==> config.mk <==
export PLATFORM = sky130hd
export DESIGN_NAME = dac_shadow_bank
export DESIGN_NICKNAME = d
export VERILOG_FILES = /design/src/rtl/dac_shadow_bank.sv
export SDC_FILE = /design/constraint.sdc
export NUM_CORES = 1
export LEC_CHECK = 0
export BUFFER_PORTS_ARGS = -buffer_cell sky130_fd_sc_hd__buf_4
export CORE_MARGIN = 2
export CORE_UTILIZATION = 35
export DETAILED_ROUTE_END_ITERATION = 8
export PLACE_DENSITY = 0.6
export SETUP_SLACK_MARGIN = 0.05
export SYNTH_ARGS = -nofsm -noshare
export SYNTH_HDL_FRONTEND = slang
export SYNTH_SLANG_ARGS = --single-unit
==> constraint.sdc <==
create_clock -name clk -period 3 [get_ports clk]
set_clock_uncertainty 0.05 [all_clocks]
set_input_delay 0.6 -clock clk [delete_from_list [all_inputs] [get_ports clk]]
set_output_delay 0.6 -clock clk [all_outputs]
set_load 0.01 [all_outputs]
==> src/rtl/dac_shadow_bank.sv <==
module dac_shadow_bank #(
  parameter int NCH       = 4,
  parameter int DW        = 12,
  parameter int AW        = 6,
  parameter int BUS_W     = 16,
  parameter int MODE_ADDR = 'h02,
  parameter int CTL_ADDR  = 'h12,
  parameter int DATA_BASE = 'h14,
  parameter int POL_TOP   = 7,
  parameter int GAIN_TOP  = 11
) (
  input  logic              clk,
  input  logic              rst_n,
  input  logic [AW-1:0]     bus_addr,
  input  logic [BUS_W-1:0]  bus_wdata,
  input  logic              bus_wr,
  input  logic              bus_rd,
  output logic [NCH*DW-1:0] dac_code,
  output logic [NCH-1:0]    dac_bipolar,
  output logic [NCH-1:0]    dac_gain
);

  localparam logic [DW-1:0] MID = {1'b1, {(DW-1){1'b0}}};

  logic mode_en, mode_buf;
  logic [NCH-1:0] pol_sh, gain_sh;
  logic [NCH*DW-1:0] sh_flat;

  wire data_upd = bus_rd && (bus_addr == AW'(MODE_ADDR));
  wire ctl_upd  = bus_rd && (bus_addr == AW'(CTL_ADDR));
  wire mode_wr  = bus_wr && (bus_addr == AW'(MODE_ADDR));
  wire ctl_wr   = bus_wr && (bus_addr == AW'(CTL_ADDR));
  wire unused_wdata = &{1'b0, bus_wdata[BUS_W-1:GAIN_TOP+1]};

  always_ff @(posedge clk or negedge rst_n) begin
    if (!rst_n) begin
      mode_en  <= 1'b0;
      mode_buf <= 1'b0;
    end else if (mode_wr) begin
      mode_en  <= bus_wdata[1];
      mode_buf <= bus_wdata[0];
    end
  end

  always_ff @(posedge clk or negedge rst_n) begin
    if (!rst_n) begin
      dac_bipolar <= '0;
      dac_gain    <= '0;
    end else if (ctl_upd) begin
      dac_bipolar <= pol_sh;
      dac_gain    <= gain_sh;
    end
  end

  for (genvar ch = 0; ch < NCH; ch++) begin : g_ch
    logic [DW-1:0] sh, act;
    wire hit = bus_wr && (bus_addr == AW'(DATA_BASE + 2*ch));

    always_ff @(posedge clk or negedge rst_n) begin
      if (!rst_n) begin
        sh         <= '0;
        act        <= '0;
        pol_sh[ch]  <= 1'b0;
        gain_sh[ch] <= 1'b0;
      end else begin
        if (hit) sh <= bus_wdata[DW-1:0];
        if (hit && !mode_buf) act <= bus_wdata[DW-1:0];
        else if (data_upd)    act <= sh;
        if (ctl_wr) begin
          pol_sh[ch]  <= bus_wdata[POL_TOP-ch];
          gain_sh[ch] <= bus_wdata[GAIN_TOP-ch];
        end
      end
    end

    assign sh_flat[ch*DW +: DW]  = sh;
    assign dac_code[ch*DW +: DW] = mode_en ? act : MID;
  end

endmodule

==> results.cfg <==
[sta]
slew_violations = 0
tns_ns = 0
tightest_slew_ns = 0.787
setup_viol = 0
finalHoldViolations = 0
rsz0062_at_grt = no
worst_hold_slack_ns = 0.160
fmax_mhz = 417
min_period_over_period = 0.798
layout_min_cycle_time_ns = 2.40
relSlewSlack = 0.476
timing.final.ws_setup_ns = 0.605

[pwr]
p_leak_nw = 3.07
ir_worst_vdd_uv = 472
pwr_density_cell_mw_per_mm2 = 660
p_total_mw = 4.32

[placed_design]
port_buffers = 77
hpwl_mm = 8.78
dp_slack_ns = 0.569
postPlaceCellArea_mm2 = 0.00598
gp_congestion = 0.756
placedCellCount = 690

[synth]
synth_cell_types = 28
syn_area_mm2 = 0.00526
synthTopCellsByArea = dfrtp_1, mux2_2, and2_1
synth_commonest_cells = dfrtp_1, mux2_2, and2_1
synthCells = 466
synth-edff-count = 0
yosysTopAreaCell = dfrtp_1
syn_avg_cell_area_um2 = 11.3
ys_ff_latch = 114
synth-seq-area-share = 0.542
synth_top_area_share = 0.542
yosysMostFrequentCell = dfrtp_1
yosysWarningCount = 0
synth_ff_type = dfrtp_1
synthesis.nets = 492
synth-async-reset-ratio = 1.00

[floorplanning]
fp.dieW_um = 127
core-area_mm2 = 0.0146
die_h_um = 127
start_util = 0.360
num_io_pins = 82
die-area_mm2 = 0.0160
core.rowCount = 44

[routing]
antenna_left = 0
wl_mm = 13.9
drt-initial-drc-count = 339
vias = 3998
remaining_drc_errors = 0
firstDrtPassIters = 5
avgRoutedWirePerCell_um = 19.2
viasPerCell = 5.55

[global_routing]
grt_use_total = 0.183
grt_pass1_vias = 4126
antenna_found_initial = 0
gr-total-overflow = 0
grt_start_max_net_pins = 53
grt_pass1_wl_mm = 22.7

[final_layout]
insertedDiodeCount = 0
area_growth_pct = 24.4
fin_area_mm2 = 0.00654
nNetsFinal = 551
fin_util = 0.449
layout-drive-gt1-share = 0.341
finalNonFillerCells = 721

[critical_path]
required_ns = 2.35
r2r_setup_slack_ns = 1.03
worst-path-max-fanout = 32
endpoint_kind = output port
arrival_ns = 1.75
worst_setup_path_start_kind = flip-flop
worstSetupPathType = reg -> out

[run_status]
status = complete, no violations

[cts]
clk_pin_slew_ns = 0.05
clock-sinks = 114
cts.htree.levels = 4
cts.path.max_buffers = 2
hold_buffers = 0
clk_latency_ns = 0.41
cts_tree = done
cts_buffers = 17
cts_resized = 0
post_cts_buffers = 0
cts_root_buffer = clkbuf_16

[min_path]
hp-class = in -> async

[flow_run]
drv_cap = 0
## power by group
| group | internal [mW] | switching (mW) | total [mW] |
|---|---|---|---|
| logic | 0.278 | 0.271 | 0.549 |
| registers | 1.78 | 0.124 | 1.90 |
| clock network | 1.22 | 0.650 | 1.87 |
## layer usage
metal | GRT usage | up-vias | wire (um) | part of all wire
met5 | 0 | - | 0 | 0
met4 | 0.0692 | 0 | 179 | 0.013
met3 | 0.0515 | 13 | 1000 | 0.072
met2 | 0.278 | 167 | 6540 | 0.47
met1 | 0.249 | 2003 | 6150 | 0.44
li1 | - | 1815 | - | -
## sequential cells by signal, summed over array words and instances, names as in the netlist
register     flops
g_ch.act        48
g_ch.sh         48
dac_bipolar      4
dac_gain         4
gain_sh          4
pol_sh           4
mode_buf         1
mode_en          1
## cell type report
class	instances	area, um2
fill	1362	8050
sequential	114	2850
multi-input combinational	303	2220
timing repair buffer	89	681
clock buffer	27	543
tap	184	230
clock inverter	4	20.0
## cell families after synthesis
logic type,after synthesis,share of synthesized area
and+or+nand+nor,155,0.175
DFF,114,0.542
muxes,66,0.141
AOI/OAI and AO/OA,82,0.103
buffers and inverters,49,0.0376
## worst max-delay path, cell delays in order (launching register included)
cell and delay, ns:
dfrtp_1 0.61, buf_4 0.38, and2_1 0.21, buf_4 0.13
## cell usage in the layout, fill, tap and decap left out, types with 2 or more instances in the layout
master     synthesis  layout
and3_1            18      18
mux2_2            60      60
clkinv_2           0       4
nand4bb_1          3       3
nand2_1            2       2
buf_4              0      88
a221o_1           17      17
a22oi_1            2       2
clkbuf_16          0      17
mux2_1             6       6
nor2_1             4       4
dfrtp_1          114     114
o21ai_0           31      31
clkbuf_1          28       2
and2_1            45      45
and4bb_2           2       2
nand2b_1           5       5
nand3_1           36      36
nor3_1            31      31
clkbuf_8           0       8
a31oi_1           31      31
nor4b_1            2       2
## worst paths after layout
check,from,endpoint,cells after the start
max,mode_en$_DFFE_PN0P_,dac_code[37],3
min,rst_n,g_ch[3].sh[7]$_DFFE_PN0P_,1
max reg2reg,mode_buf$_DFFE_PN0P_,g_ch[2].act[3]$_DFFE_PN0P_,3
min reg2reg,g_ch[0].sh[7]$_DFFE_PN0P_,g_ch[0].sh[7]$_DFFE_PN0P_,1
max in group asynchronous,rst_n,g_ch[2].sh[2]$_DFFE_PN0P_,2
min in group clk,g_ch[0].sh[7]$_DFFE_PN0P_,g_ch[0].sh[7]$_DFFE_PN0P_,1
(Power assumes the default switching activity.)
